[config.mk]
export PLATFORM = sky130hd
export DESIGN_NAME = boot_strap_seq
export DESIGN_NICKNAME = d
export VERILOG_FILES = /design/src/rtl/boot_seq_pkg.sv /design/src/rtl/boot_mode_decode.sv /design/src/rtl/boot_port_map.sv /design/src/rtl/boot_halt_reg.sv /design/src/rtl/boot_seq_fsm.sv /design/src/rtl/boot_strap_seq.sv
export SDC_FILE = /design/constraint.sdc
export NUM_CORES = 1
export LEC_CHECK = 0
export BUFFER_PORTS_ARGS = -buffer_cell sky130_fd_sc_hd__buf_2
export CAP_MARGIN = 0
export CORE_AREA = 5 5 42 44
export CTS_BUF_LIST = sky130_fd_sc_hd__clkbuf_8
export CTS_CLUSTER_SIZE = 14
export DETAILED_ROUTE_END_ITERATION = 8
export DIE_AREA = 0 0 47 49
export PLACE_DENSITY_LB_ADDON = 0.05
export SLEW_MARGIN = 30
export SYNTH_ARGS = -nofsm -noshare
export SYNTH_HDL_FRONTEND = slang
export SYNTH_SLANG_ARGS = --single-unit
export TNS_END_PERCENT = 20
[constraint.sdc]
create_clock -name clk -period 1.9 [get_ports clk]
set_clock_uncertainty 0.15 [all_clocks]
set_input_delay 0.38 -clock clk [delete_from_list [all_inputs] [get_ports clk]]
set_output_delay 0.38 -clock clk [all_outputs]
set_load 0.005 [all_outputs]
[src/rtl/boot_seq_pkg.sv]
`timescale 1ns/1ps
package boot_seq_pkg;

    typedef enum logic [1:0] {
        ST_SAMPLE = 2'd0,
        ST_LOAD   = 2'd1,
        ST_HOLD   = 2'd2,
        ST_RUN    = 2'd3
    } boot_state_e;

    localparam logic [3:0] MODE_SINGLE     = 4'h0;
    localparam logic [3:0] MODE_SINGLE_EE  = 4'h1;
    localparam logic [3:0] MODE_UPA        = 4'h8;
    localparam logic [3:0] MODE_UPB        = 4'h9;
    localparam logic [3:0] MODE_UPA_EE     = 4'hA;
    localparam logic [3:0] MODE_UPB_EE     = 4'hB;
    localparam logic [3:0] MODE_MULTI      = 4'hC;
    localparam logic [3:0] MODE_MULTI_EE   = 4'hD;

    typedef struct packed {
        logic reserved;
        logic multi;
        logic ee;
        logic upsel;
        logic alt_up;
    } mode_info_t;

endpackage

[src/rtl/boot_mode_decode.sv]
`timescale 1ns/1ps
module boot_mode_decode
    import boot_seq_pkg::*;
(
    input  logic [3:0]  mode,
    output mode_info_t  info
);
    always_comb begin
        info = '0;
        case (mode)
            MODE_SINGLE:    ;
            MODE_SINGLE_EE: info.ee = 1'b1;
            MODE_UPA:       info.upsel = 1'b1;
            MODE_UPB: begin
                info.upsel  = 1'b1;
                info.alt_up = 1'b1;
            end
            MODE_UPA_EE: begin
                info.upsel = 1'b1;
                info.ee    = 1'b1;
            end
            MODE_UPB_EE: begin
                info.upsel  = 1'b1;
                info.alt_up = 1'b1;
                info.ee     = 1'b1;
            end
            MODE_MULTI:     info.multi = 1'b1;
            MODE_MULTI_EE: begin
                info.multi = 1'b1;
                info.ee    = 1'b1;
            end
            default:        info.reserved = 1'b1;
        endcase
    end
endmodule

[src/rtl/boot_port_map.sv]
`timescale 1ns/1ps
module boot_port_map #(
    parameter int NUM_PORTS  = 8,
    parameter int PRIMARY_UP = 0,
    parameter int ALT_UP     = 2,
    localparam int PORT_W    = (NUM_PORTS > 1) ? $clog2(NUM_PORTS) : 1
) (
    input  logic                 upsel,
    input  logic                 alt_up,
    output logic [PORT_W-1:0]    up_port,
    output logic [NUM_PORTS-1:0] dis_mask
);
    localparam logic [PORT_W-1:0] UP_A = PORT_W'(PRIMARY_UP);
    localparam logic [PORT_W-1:0] UP_B = PORT_W'(ALT_UP);

    assign up_port = (upsel && alt_up) ? UP_B : UP_A;

    for (genvar p = 0; p < NUM_PORTS; p++) begin : g_dis
        localparam bit IS_A = (p == PRIMARY_UP);
        localparam bit IS_B = (p == ALT_UP);
        // The upstream choice not taken switches its port off.
        assign dis_mask[p] = upsel && (alt_up ? IS_A : IS_B);
    end
endmodule

[src/rtl/boot_halt_reg.sv]
`timescale 1ns/1ps
module boot_halt_reg #(
    parameter int              CFG_AW    = 4,
    parameter logic [CFG_AW-1:0] CTRL_ADDR = 4'h4
) (
    input  logic              clk,
    input  logic              rst_n,
    input  logic              sample,
    input  logic              halt_strap,
    input  logic              wr_en,
    input  logic [CFG_AW-1:0] wr_addr,
    input  logic              wr_halt,
    output logic              halt_q_o
);
    typedef struct packed {
        logic halt;
    } halt_reg_t;

    halt_reg_t reg_d, reg_q;

    always_comb begin
        reg_d = reg_q;
        if (sample) begin
            reg_d.halt = halt_strap;
        end else if (wr_en && (wr_addr == CTRL_ADDR)) begin
            reg_d.halt = wr_halt;
        end
    end

    always_ff @(posedge clk or negedge rst_n) begin
        if (!rst_n) begin
            reg_q <= '0;
        end else begin
            reg_q <= reg_d;
        end
    end

    assign halt_q_o = reg_q.halt;
endmodule

[src/rtl/boot_seq_fsm.sv]
`timescale 1ns/1ps
module boot_seq_fsm
    import boot_seq_pkg::*;
(
    input  logic       clk,
    input  logic       rst_n,
    input  logic [3:0] mode_strap,
    input  logic       halt_strap,
    input  logic       live_reserved,
    input  logic       live_ee,
    input  logic       kept_reserved,
    input  logic       halt_bit,
    input  logic       ee_done,
    output logic [3:0] mode_q_o,
    output logic       sample,
    output logic       ee_req,
    output logic       hold,
    output logic       ready
);
    typedef struct packed {
        boot_state_e state;
        logic [3:0]  mode;
    } fsm_t;

    fsm_t fsm_d, fsm_q;

    always_comb begin
        fsm_d = fsm_q;
        unique case (fsm_q.state)
            ST_SAMPLE: begin
                fsm_d.mode = mode_strap;
                if (live_reserved) begin
                    fsm_d.state = ST_HOLD;
                end else if (live_ee) begin
                    fsm_d.state = ST_LOAD;
                end else if (halt_strap) begin
                    fsm_d.state = ST_HOLD;
                end else begin
                    fsm_d.state = ST_RUN;
                end
            end
            ST_LOAD: begin
                if (ee_done) begin
                    fsm_d.state = halt_bit ? ST_HOLD : ST_RUN;
                end
            end
            ST_HOLD: begin
                if (!kept_reserved && !halt_bit) begin
                    fsm_d.state = ST_RUN;
                end
            end
            ST_RUN: ;
            default: fsm_d.state = ST_SAMPLE;
        endcase
    end

    always_ff @(posedge clk or negedge rst_n) begin
        if (!rst_n) begin
            fsm_q <= '{state: ST_SAMPLE, mode: 4'h0};
        end else begin
            fsm_q <= fsm_d;
        end
    end

    assign mode_q_o = fsm_q.mode;
    assign sample   = (fsm_q.state == ST_SAMPLE);
    assign ee_req   = (fsm_q.state == ST_LOAD);
    assign hold     = (fsm_q.state == ST_HOLD);
    assign ready    = (fsm_q.state == ST_RUN);
endmodule

[src/rtl/boot_strap_seq.sv]
`timescale 1ns/1ps
module boot_strap_seq
    import boot_seq_pkg::*;
#(
    parameter int                NUM_PORTS  = 8,
    parameter int                PRIMARY_UP = 0,
    parameter int                ALT_UP     = 2,
    parameter int                CFG_AW     = 4,
    parameter logic [CFG_AW-1:0] CTRL_ADDR  = 4'h4,
    localparam int               PORT_W     = (NUM_PORTS > 1) ? $clog2(NUM_PORTS) : 1
) (
    input  logic                 clk,
    input  logic                 rst_n,
    input  logic [3:0]           mode_strap,
    input  logic                 halt_strap,
    output logic                 ee_load_req,
    input  logic                 ee_load_done,
    input  logic                 cfg_wr_en,
    input  logic [CFG_AW-1:0]    cfg_wr_addr,
    input  logic                 cfg_wr_halt,
    output logic                 halt_bit,
    output logic                 multi_part,
    output logic                 ee_init_en,
    output logic [PORT_W-1:0]    upstream_port,
    output logic [NUM_PORTS-1:0] port_disable,
    output logic                 mode_reserved,
    output logic                 halt_active,
    output logic                 boot_ready
);
    mode_info_t live_info;
    mode_info_t kept_info;
    logic [3:0] mode_q;
    logic       sample;

    boot_mode_decode u_live_dec (
        .mode (mode_strap),
        .info (live_info)
    );

    boot_mode_decode u_kept_dec (
        .mode (mode_q),
        .info (kept_info)
    );

    boot_port_map #(
        .NUM_PORTS  (NUM_PORTS),
        .PRIMARY_UP (PRIMARY_UP),
        .ALT_UP     (ALT_UP)
    ) u_map (
        .upsel    (kept_info.upsel),
        .alt_up   (kept_info.alt_up),
        .up_port  (upstream_port),
        .dis_mask (port_disable)
    );

    boot_halt_reg #(
        .CFG_AW    (CFG_AW),
        .CTRL_ADDR (CTRL_ADDR)
    ) u_halt (
        .clk        (clk),
        .rst_n      (rst_n),
        .sample     (sample),
        .halt_strap (halt_strap),
        .wr_en      (cfg_wr_en),
        .wr_addr    (cfg_wr_addr),
        .wr_halt    (cfg_wr_halt),
        .halt_q_o   (halt_bit)
    );

    boot_seq_fsm u_fsm (
        .clk           (clk),
        .rst_n         (rst_n),
        .mode_strap    (mode_strap),
        .halt_strap    (halt_strap),
        .live_reserved (live_info.reserved),
        .live_ee       (live_info.ee),
        .kept_reserved (kept_info.reserved),
        .halt_bit      (halt_bit),
        .ee_done       (ee_load_done),
        .mode_q_o      (mode_q),
        .sample        (sample),
        .ee_req        (ee_load_req),
        .hold          (halt_active),
        .ready         (boot_ready)
    );

    assign multi_part    = kept_info.multi;
    assign ee_init_en    = kept_info.ee;
    assign mode_reserved = kept_info.reserved;
endmodule

# [Yosys cells after proc, flatten, opt, wreduce, memory -nomap -nowiden]
# Index checks and enable logic that the tools add are counted.
[word_totals] regBits=7 wordCells=60
[op_classes] eq_ne=20 n_mux=18 reduce_logical=19
[ops] cell="4-bit == test (second input constant)" count=12
[ops] cell="8-bit OR reduction" count=2
[ops] cell="1-bit 2-to-1 mux" count=12
[ops] cell="4-bit OR reduction" count=3
[ops] cell="2-bit 2-to-1 mux" count=5
[ops] cell="4-bit by 1-bit == test with 1-bit output (second input constant)" count=2
[ops] cell="4-bit zero test" count=2
[ops] cell="2-bit case mux with 3 select lines" count=1
[ops] cell="1-bit logical AND" count=5
[ops] cell="2-bit == test (second input constant)" count=2
[ops] cell="4-bit by 3-bit == test with 1-bit output (second input constant)" count=1
[ops] cell="2-bit by 1-bit != test with 1-bit output (second input constant)" count=2
[ops] cell="2-bit OR reduction" count=2
[ops] cell="3-bit AND reduction" count=1
[ops] cell="3-bit nonzero test" count=1
[ops] cell="2-bit by 1-bit == test with 1-bit output (second input constant)" count=1
[ops] cell="2-bit zero test" count=1
[ops] cell="2-bit nonzero test" count=1
[ops] cell="1-bit zero test" count=1

# [Logic depth before layout (Yosys ltp)]
# Gate-level depths: netlist (run 1).
[depth] ltp_word=6 ltp_mapped=6 ltp_nobuf=6

# [Cells and area by module]
# Synthesis (run 1) repeated with hierarchy kept, for this count alone.
[hier_totals] hier_cells=71 area_unflattened_um2=659.4
[modules_own_cells] mod="boot_seq_fsm" instances=1 cells_per_inst=34 area_per_inst_um2=385.4
[modules_own_cells] mod="boot_mode_decode" instances=2 cells_per_inst=9 area_per_inst_um2=60.1
[modules_own_cells] mod="boot_port_map" instances=1 cells_per_inst=12 area_per_inst_um2=87.6
[modules_own_cells] mod="boot_halt_reg" instances=1 cells_per_inst=7 area_per_inst_um2=66.3

# [Worst setup path after synthesis (run 1)]
# No wires, ideal clock.
[synth_path] path_kind="reg-to-reg" start="register u_fsm.fsm_q[4] in the netlist's numbering" end="register u_fsm.fsm_q[4] in the netlist's numbering" arrival_ns=1.413 t_required_ns=1.625 setup_slack_ns=0.212 stages_incl_launch_ff=7 path_buffers=0 period_less_slack_ns=1.688 path_cell_list="dfrtp_1 inv_1 ha_1 a21oi_1 o21ai_0 a21oi_1 mux2_2"
[synth_between] elab_chain_len=3
[synth_lines] element="start, declared" line_no="boot_seq_fsm.sv:25" rtl="fsm_t fsm_d, fsm_q;"
[synth_lines] element="start signal, assigned" line_no="boot_seq_fsm.sv:59" rtl="fsm_q <= '{state: ST_SAMPLE, mode: 4'h0};"
[synth_lines] element="start signal, assigned" line_no="boot_seq_fsm.sv:61" rtl="fsm_q <= fsm_d;"
[synth_lines] element="2-bit == test *"
[synth_lines] element="net halt_active" line_no="boot_strap_seq.sv:27" rtl="output logic halt_active,"
[synth_lines] element="2-bit by 1-bit != test with 1-bit output (no source line) or 3-bit nonzero test (tied branches)"
[synth_lines] element="3-bit AND reduction (no source line)"
# The timed path passes the listed nets; every way through them passes the cells marked *.
# A chain may end at the register's enable or synchronous reset.

# [Final worst setup path (run 1)]
[layout_path] start="register u_fsm.fsm_q[4] in the netlist's numbering" end="register u_fsm.fsm_q[4] in the netlist's numbering"
[layout_between] elab_chain_len=3
[layout_lines] element="2-bit == test, or another cell as far along" line_no="boot_seq_fsm.sv:29" rtl="unique case (fsm_q.state)"
[layout_lines] element="2-bit by 1-bit != test with 1-bit output (no source line) or 3-bit nonzero test (tied branches)"
[layout_lines] element="3-bit AND reduction (no source line)"
# Several ways; a longest one is shown, not always the timed one.

==> results of run 1 <==
critical path, delay by kind of cell (launching register included):
family,cells,cell delay (ns)
AOI/OAI and AO/OA,3,0.47
DFF,1,0.39
muxes,1,0.37
adders and majority gates,1,0.21
buffers and inverters,1,0.08
routing by layer:
| metal | vias up | global-route usage, % | share of wire [%] |
|---|---|---|---|
| met1 | 201 | 14.6 | 47 |
| met4 | 0 | 4.15 | 1.3 |
| met5 | - | 0 | 0 |
| li1 | 240 | - | - |
| met3 | 2 | 3.69 | 13 |
| met2 | 26 | 14.5 | 38 |
stage by stage:
step / utilization (%) / instances / setup slack (ns) / power [mW] / cell area [um^2]
floorplan: - / 65 / 0.212 / 0.658 / 578
global placement: 46.6 / 96 / 0.126 / 0.838 / 653
detailed placement: 46.6 / 96 / 0.0977 / 0.848 / 653
CTS: 50.5 / 101 / 0.0912 / 1.05 / 708
global route: 50.5 / 101 / 0.0171 / 1.13 / 708
finish: 50.5 / 101 / 0.107 / 1.04 / 708
layout by cell type, fill, tap and decap left out, types with 2 or more instances in the layout:
cell	count
nand3b_1	2
inv_1	4
o21ai_0	5
ha_1	4
dfrtp_1	7
buf_2	23
mux2_2	5
nand2_1	2
a21oi_1	3
clkbuf_8	3
nor2_1	2
nor2b_1	3
conb_1	8
logic make-up after synthesis:
group	Yosys count	synth area share, %
and+or+nand+nor	16	17.9
other	1	0.680
adders and majority gates	4	9.07
AOI/OAI and AO/OA	11	11.6
buffers and inverters	12	14.3
DFF	7	31.7
muxes	7	14.7
power breakdown:
part	switching [mW]	internal [mW]
Sequential	0.0781	0.226
Combinational	0.233	0.301
Clock	0.0625	0.139
Total	0.373	0.667
layout make-up:
cell class / count / area [um^2]
Timing Repair Buffer: 25 / 133
Clock inverter: 1 / 3.75
Fill cell: 139 / 693
Tap cell: 16 / 20.0
Clock buffer: 3 / 41.3
Sequential cell: 7 / 175
Inverter: 3 / 11.3
Multi-Input combinational cell: 46 / 324
synth_stat cells, drive strengths merged, types with 2 or more instances:
library cell  number  share of area, %
a21oi              3               2.7
nand2              2               1.4
buf                9                12
nor2b              3               3.4
mux2               6                13
nand3b             2               2.7
ha                 4               9.1
dfrtp              7                32
o21ai              5               4.5
nor2               2               1.4
inv                3               2.0
registers in the layout (all words and copies together), names as in the netlist:
| name | flops |
|---|---|
| u_fsm.mode_q_o | 4 |
| u_fsm.fsm_q | 2 |
| u_halt.halt_q_o | 1 |
path summary, 6_finish.rpt:
path,from,endpoint,slack (ns),depth (start not counted)
worst max-delay path,u_fsm.fsm_q[4]$_DFFE_PN0P_,u_fsm.fsm_q[4]$_DFFE_PN0P_,0.11,6
worst min-delay path,halt_strap,u_halt.halt_q_o$_DFFE_PN0P_,0.24,3
worst max register to register,u_fsm.fsm_q[4]$_DFFE_PN0P_,u_fsm.fsm_q[4]$_DFFE_PN0P_,0.11,6
worst min register to register,u_fsm.mode_q_o[0]$_DFFE_PN0P_,u_fsm.mode_q_o[0]$_DFFE_PN0P_,0.41,1
max in group asynchronous,rst_n,u_fsm.mode_q_o[3]$_DFFE_PN0P_,1.07,2
min in group asynchronous,rst_n,u_fsm.fsm_q[4]$_DFFE_PN0P_,0.37,2
==> flow_summary_export.csv, run 1 <==
group,metric,value,unit
global_routing,grt-ovfl-total,0,
floorplan,start_util,39.4,%
route,final_antenna_net_count,0,
critical_path,crit_fanout,4,
clock_tree,clk_latency,0.23,ns
route,drc_errors,0,
timing,setup_viol,0,
global_routing,antenna_found_initial,0,
final_layout,drive_gt1_share,38.8,%
logic_synthesis,ys_ff_latch,7,
placement,io_buffers,23,
placement,place_hpwl,958,um
clock_tree,cts_setup_buffers,0,
global_routing,grt_pass1_vias,453,
clock_tree,cts_resized,0,
floorplan,ios,32,
logic_synthesis,avgSynthCellArea,9.51,um^2
run,maxCapViolations,0,
timing,holdWs,0.238,ns
critical_path,critPathKind,"reg2reg",
final_layout,syn_to_final_growth,28.3,%
timing,rsz0062_at_grt,"false",
clock_tree,cts.reportedPaths.clkPinSlew,0.04,ns
route,wl_per_cell,11.3,um
floorplan,fp.dieArea,2300,um^2
outcome,status,"complete, no violations",
power_and_ir_drop,p_leak,0.375,nW
timing,finalHoldViolations,0,
clock_tree,cts_sinks,7,
global_routing,grt_use_total,10.5,%
logic_synthesis,syn_inst,58,
floorplan,core.rowCount,14,
hold_path,hold_class,"in2reg",
clock_tree,cts_root_buf,"clkbuf_8",
power_and_ir_drop,ir_drop,0.798,mV
final_layout,antenna_cells,0,
logic_synthesis,netlist_area,552,um^2
critical_path,slowest_delay,0.39,ns
critical_path,cp-end-kind,"flip-flop",
logic_synthesis,ys_warn_count,0,
placement,place_congestion,0.699,
clock_tree,cts_buffers,3,
floorplan,die_h,49,um
floorplan,fp.coreArea,1400,um^2
critical_path,cpMaxStageDelayCell,"dfrtp_1",
critical_path,path_cells,"inv_1 -> ha_1 -> a21oi_1 -> o21ai_0 -> a21oi_1 -> mux2_2",
timing,fin_crit_sh,94.4,%
clock_tree,clockBufferDepth,2,
logic_synthesis,synth_ff_type,"dfrtp_1",
power_and_ir_drop,p_per_area,1470,nW/um^2
global_routing,grt_pass1_wl,1.81,mm
route,drtPass1Iterations,4,
timing,max_freq,558,MHz
route,drt-total-wl,1.14,mm
logic_synthesis,async_flop_share,100,%
timing,slew_violations,0,
timing,setup-tns-final,0,ns
route,drtIter0Drc,2,
critical_path,start_kind,"flip-flop",
critical_path,cp.required,1.86,ns
clock_tree,cts_hold_buf,1,
final_layout,num-nets-final,104,
logic_synthesis,seq_area_frac_synth,31.7,%
timing,period_minus_slack,1.79,ns
critical_path,arrival,1.75,ns
clock_tree,cts_tree,"done",
logic_synthesis,netlist-cell-type-count,24,
logic_synthesis,synth-edff-count,0,
critical_path,crit_top_cell,"a21oi_1",
route,vias_per_cell,4.64,
global_routing,grt_max_degree,8,
clock_tree,htree_levels,1,
route,via_count,469,
floorplan,die_w,47,um
Note: power is estimated with default switching activity, not from simulation.
==> inputs of run 2 (changes only) <==
--- a/config.mk
+++ b/config.mk
@@ -7,11 +7,11 @@
 export LEC_CHECK = 0
 export BUFFER_PORTS_ARGS = -buffer_cell sky130_fd_sc_hd__buf_2
 export CAP_MARGIN = 0
-export CORE_AREA = 5 5 42 44
+export CORE_MARGIN = 5
+export CORE_UTILIZATION = 40
 export CTS_BUF_LIST = sky130_fd_sc_hd__clkbuf_8
 export CTS_CLUSTER_SIZE = 14
 export DETAILED_ROUTE_END_ITERATION = 8
-export DIE_AREA = 0 0 47 49
 export PLACE_DENSITY_LB_ADDON = 0.05
 export SLEW_MARGIN = 30
 export SYNTH_ARGS = -nofsm -noshare
==> constraint.sdc (replaced) <==
create_clock -name clk -period 1.6 [get_ports clk]
set_clock_uncertainty 0.15 [all_clocks]
set_input_delay 0.32 -clock clk [delete_from_list [all_inputs] [get_ports clk]]
set_output_delay 0.32 -clock clk [all_outputs]
set_load 0.005 [all_outputs]
==> run 2 against run 1 <==
The flow now finishes with violations (negative setup slack); register-to-register slack worse by 0.13 ns; critical endpoint is now u_fsm.fsm_q[5]$_DFFE_PN0P_; global-route usage up 1.7 points; sequential share of layout area down 3.1 points; largest power group unchanged; largest cell class unchanged; utilization rose by 12 points.
==> flow_summary_export.csv, run 2 (synthesized netlist as in run 1, its figures left out) <==
group,metric,value,unit
outcome,status,"finished, violations left",
outcome,failed_checks,"negative setup slack",
global_routing,antenna_found_initial,0,
hold_path,hold_end,"u_halt.halt_q_o$_DFFE_PN0P_",
timing,fin_crit_sh,102,%
critical_path,r2r-end,"u_fsm.fsm_q[5]$_DFFE_PN0P_",
route,via_count,497,
critical_path,cp.required,1.55,ns
global_routing,grt_pass1_wl,1.90,mm
timing,slew_violations,0,
final_layout,final_common_cell,"buf_2",
placement,place_congestion,0.734,
route,vias_per_cell,4.56,
global_routing,grt-ovfl-total,0,
floorplan,die_w,47.1,um
final_layout,num-nets-final,113,
placement,place_hpwl,1.01,mm
critical_path,crit_top_cell,"a21oi_2",
clock_tree,cts_sinks,7,
run,maxCapViolations,0,
critical_path,arrival,1.57,ns
critical_path,crit_fanout,4,
timing,rsz0062_at_grt,"true",
power_and_ir_drop,p_leak,0.428,nW
clock_tree,cts_root_buf,"clkbuf_8",
clock_tree,clockBufferDepth,2,
floorplan,fp.dieArea,2220,um^2
route,drtPass1Iterations,4,
final_layout,drive_gt1_share,53.2,%
critical_path,reg2reg_from,"u_fsm.fsm_q[4]$_DFFE_PN0P_",
final_layout,largest_register_ffs,4,
global_routing,grt_max_degree,8,
route,drt-total-wl,1.27,mm
hold_path,holdPathStages,3,
route,drc_errors,0,
power_and_ir_drop,ir_drop,0.870,mV
critical_path,cpMaxStageDelayCell,"dfrtp_1",
power_and_ir_drop,p_per_area,1800,nW/um^2
route,drtIter0Drc,5,
clock_tree,clk_latency,0.22,ns
hold_path,holdCritStartpoint,"halt_strap",
final_layout,layoutNonFillerInstCount,109,
floorplan,core.rowCount,13,
critical_path,slowest_delay,0.40,ns
placement,place_ws,-0.103,ns
final_layout,antenna_cells,0,
floorplan,start_util,42.4,%
critical_path,r2r_slack,-0.02,ns
clock_tree,cts_buffers,3,
floorplan,die_h,47.1,um
power_and_ir_drop,p_total,1.47,mW
placement,io_buffers,23,
route,wl_per_cell,11.7,um
timing,setup_viol,3,
floorplan,ios,32,
floorplan,fp.coreArea,1300,um^2
global_routing,grt_pass1_vias,472,
final_layout,layout_common_cells,"buf_2 (23), buf_4 (9), conb_1 (8)",
global_routing,grt_use_total,12.2,%
critical_path,path_cells,"inv_2 -> ha_4 -> a21oi_2 -> o21ai_1 -> a21oi_2 -> mux2_4",
placement,place_inst,102,
clock_tree,cts.reportedPaths.clkPinSlew,0.04,ns
hold_path,hold_class,"in2reg",
final_layout,final_util,62.7,%
timing,max_freq,616,MHz
final_layout,ff_latch_area,176,um^2
timing,layout_setup_ws,-0.0242,ns
clock_tree,htree_levels,1,
critical_path,start_kind,"flip-flop",
critical_path,critPathKind,"reg2reg",
clock_tree,cts_tree,"done",
timing,finalHoldViolations,0,
timing,period_minus_slack,1.62,ns
final_layout,syn_to_final_growth,47.8,%
final_layout,fill_cells,124,
critical_path,cp-end-kind,"flip-flop",
critical_path,worst-r2r-cell-count,6,
final_layout,multi_input_area,360,um^2
route,final_antenna_net_count,0,
run 2: worst max-delay path, delay by kind of cell (launching register included):
kind                       cells  cell delay [ns]
AOI/OAI and AO/OA              3             0.39
adders and majority gates      1             0.16
buffers and inverters          1             0.08
DFF                            1             0.40
muxes                          1             0.32
run 2: cell type report:
cell class | instances | share of cell area [%]
Multi-Input combinational cell | 46 | 44.2
Timing Repair Buffer | 34 | 25.0
Sequential cell | 7 | 21.6
Clock buffer | 3 | 5.06
Tap cell | 15 | 2.30
Inverter | 3 | 1.38
Clock inverter | 1 | 0.460
run 2: through the flow:
stage	hold slack, ns	area (um^2)	TNS, ns
after global placement	0.0123	711	-0.148
after floorplan	-0.126	584	0
after CTS	0.186	792	-0.0975
after global routing	0.205	816	-0.315
after detailed placement	0.0114	711	-0.170
final	0.188	816	-0.0655
run 2: how the worst max path moves through the flow:
stage / cells after the start / endpoint / start
global placement: 4 / u_fsm.fsm_q[5]$_DFFE_PN0P_ / mode_strap[3]
detailed placement: 4 / u_fsm.fsm_q[5]$_DFFE_PN0P_ / mode_strap[3]
finish: 6 / u_fsm.fsm_q[5]$_DFFE_PN0P_ / u_fsm.fsm_q[4]$_DFFE_PN0P_
floorplan: 6 / u_fsm.fsm_q[4]$_DFFE_PN0P_ / u_fsm.fsm_q[4]$_DFFE_PN0P_
CTS: 5 / ee_init_en / u_fsm.mode_q_o[2]$_DFFE_PN0P_
global route: 6 / u_fsm.fsm_q[4]$_DFFE_PN0P_ / u_fsm.fsm_q[4]$_DFFE_PN0P_
run 2: metal layers:
metal  wire (um)  GRT usage [%]  up-vias
met2         553           19.8       23
met3         137           2.30        2
met5           0              0        -
met4          14           4.97        0
met1         565           15.9      212
li1            -              -      260
run 2: timing repair:
item / CTS / global route
setup buffers: 2 / 0
resized for setup: 6 / 6
pin swaps: 0 / 4
hold buffers: 1 / 0
endpoints found under the hold margin: 7 / 0
gates cloned: 0 / 0
setup endpoints to repair: 6 / 8
run 2: power breakdown:
part	internal, mW	total, mW	switching (mW)
combinational	0.515	0.873	0.359
clock	0.165	0.232	0.0669
sequential	0.270	0.366	0.0958
total	0.950	1.47	0.521
==> inputs of run 3 (changes only) <==
--- a/config.mk
+++ b/config.mk
@@ -13,7 +13,6 @@
 export CTS_CLUSTER_SIZE = 14
 export DETAILED_ROUTE_END_ITERATION = 8
 export PLACE_DENSITY_LB_ADDON = 0.05
-export SLEW_MARGIN = 30
 export SYNTH_ARGS = -nofsm -noshare
 export SYNTH_HDL_FRONTEND = slang
 export SYNTH_SLANG_ARGS = --single-unit
==> constraint.sdc (replaced) <==
create_clock -name clk -period 1.6 [get_ports clk]
set_clock_uncertainty 0.15 [all_clocks]
set_input_delay 0.24 -clock clk [delete_from_list [all_inputs] [get_ports clk]]
set_output_delay 0.24 -clock clk [all_outputs]
set_load 0.005 [all_outputs]
==> run 3 against run 2 <==
The flow still finishes with violations (negative setup slack); largest power group unchanged; maximum frequency grew 0.70%; die area is the same; global-route usage grew 0.078 points; utilization shrank 1.1 points; sequential cell count is the same; register-to-register slack is essentially flat; largest cell class unchanged.
==> flow_summary_export.csv, run 3 (synthesized netlist as in run 1, its figures left out) <==
group,metric,value,unit
critical_path,critPathKind,"reg2reg",
final_layout,fill_cells,114,
route,vias_per_cell,4.75,
final_layout,num-nets-final,112,
final_layout,multi_input_area,353,um^2
critical_path,crit_top_cell,"a21oi_2",
final_layout,ff_latch_area,176,um^2
critical_path,path_cells,"inv_2 -> ha_4 -> a21oi_2 -> o21ai_1 -> a21oi_2 -> mux2_4",
route,via_count,513,
power_and_ir_drop,p_per_area,1810,nW/um^2
floorplan,die_h,47.1,um
placement,io_buffers,23,
timing,slew_violations,0,
final_layout,layout_common_cells,"buf_2 (23), conb_1 (8), buf_4 (8)",
hold_path,hold_class,"in2reg",
power_and_ir_drop,p_total,1.45,mW
outcome,failed_checks,"negative setup slack",
floorplan,fp.dieArea,2220,um^2
critical_path,slowest_delay,0.42,ns
final_layout,syn_to_final_growth,45.4,%
global_routing,grt_max_degree,8,
floorplan,fp.coreArea,1300,um^2
final_layout,final_util,61.6,%
clock_tree,clockBufferDepth,2,
clock_tree,cts_root_buf,"clkbuf_8",
floorplan,start_util,42.4,%
global_routing,grt_pass1_wl,1.88,mm
timing,setup-tns-final,-0.0222,ns
final_layout,largest_register_ffs,4,
placement,place_hpwl,1.00,mm
timing,period_minus_slack,1.61,ns
timing,layout_setup_ws,-0.0129,ns
clock_tree,cts_sinks,7,
floorplan,ios,32,
timing,max_freq,620,MHz
clock_tree,cts_tree,"done",
floorplan,core.rowCount,13,
placement,place_congestion,0.733,
critical_path,cpMaxStageDelayCell,"dfrtp_1",
route,wl_per_cell,11.1,um
floorplan,die_w,47.1,um
critical_path,start_kind,"flip-flop",
clock_tree,clk_latency,0.23,ns
clock_tree,cts.reportedPaths.clkPinSlew,0.04,ns
clock_tree,cts_buffers,3,
route,drtPass1Iterations,4,
critical_path,arrival,1.57,ns
timing,setup_viol,2,
critical_path,cp.required,1.56,ns
global_routing,antenna_found_initial,0,
route,drtIter0Drc,6,
outcome,status,"finished, violations left",
global_routing,grt_pass1_vias,442,
critical_path,crit_fanout,4,
run,maxCapViolations,0,
power_and_ir_drop,p_leak,0.416,nW
route,drt-total-wl,1.20,mm
final_layout,layoutNonFillerInstCount,108,
clock_tree,htree_levels,1,
final_layout,final_common_cell,"buf_2",
timing,rsz0062_at_grt,"true",
final_layout,drive_gt1_share,52.7,%
route,drc_errors,0,
route,final_antenna_net_count,0,
critical_path,cp-end-kind,"flip-flop",
global_routing,grt_use_total,12.3,%
global_routing,grt-ovfl-total,0,
final_layout,antenna_cells,0,
timing,finalHoldViolations,0,
power_and_ir_drop,ir_drop,0.893,mV
timing,fin_crit_sh,101,%
placement,place_inst,100,
-- run 3: changes by cell type in the layout (fill, tap and decap cells not counted) --
cell / change
and2_1: +1
buf_4: -1
nor2b_4: -1
clkinv_2: +1
inv_1: -1
nor2b_2: +1
and2_4: -1
-- run 3: timing repair --
action,in CTS,in global routing
setup buffers,1,2
pin swaps,2,0
gates cloned,0,0
hold buffers,1,0
setup endpoints to repair,2,5
hold endpoints to repair,7,0
resized for setup,7,3
-- run 3: critical path: cells and delay by family (launching register included) --
family | cells | cell delay [ns]
AOI/OAI and AO/OA | 3 | 0.37
adders and majority gates | 1 | 0.16
DFF | 1 | 0.42
buffers and inverters | 1 | 0.08
muxes | 1 | 0.32
-- run 3: area by class of cell --
class                      count  share of cell area, %
inverter                       3                   1.40
clock inverter                 1                  0.624
sequential                     7                   22.0
tap                           15                   2.34
timing repair buffer          33                   24.5
clock buffer                   3                   5.15
multi-input combinational     46                   44.0
-- run 3: final timing paths --
check                                           endpoint  cells past startpoint                     startpoint  slack [ns]
min reg2reg                u_fsm.mode_q_o[0]$_DFFE_PN0P_                      1  u_fsm.mode_q_o[0]$_DFFE_PN0P_        0.43
min in group asynchronous  u_fsm.mode_q_o[2]$_DFFE_PN0P_                      2                          rst_n        0.23
max reg2reg                   u_fsm.fsm_q[5]$_DFFE_PN0P_                      6     u_fsm.fsm_q[4]$_DFFE_PN0P_       -0.01
max in group asynchronous     u_fsm.fsm_q[5]$_DFFE_PN0P_                      2                          rst_n        0.90
max                           u_fsm.fsm_q[5]$_DFFE_PN0P_                      6     u_fsm.fsm_q[4]$_DFFE_PN0P_       -0.01
min                          u_halt.halt_q_o$_DFFE_PN0P_                      3                     halt_strap        0.11
-- run 3: where the power goes --
group | switching (mW) | internal (mW)
registers | 0.0980 | 0.270
logic | 0.340 | 0.501
clock network | 0.0757 | 0.168
total | 0.514 | 0.939
-- run 3: routing by layer --
metal  global-route usage (%)  up-vias  share of wire (%)
li1                         -      258                  -
met1                     15.6      232                 44
met2                     19.5       23                 44
met3                     3.45        0                 13
met4                     4.97        0                  0
met5                        0        -                  0
-- run 3: metrics by stage --
stage	instance area (um^2)	hold WS, ns	worst slack, ns
2_1_floorplan	584	-0.206	0.0102
3_3_place_gp	696	-0.0661	-0.0671
3_5_place_dp	696	-0.0703	-0.0869
4_1_cts	781	0.0945	-0.00465
5_1_grt	802	0.145	-0.0922
6_report	802	0.106	-0.0129
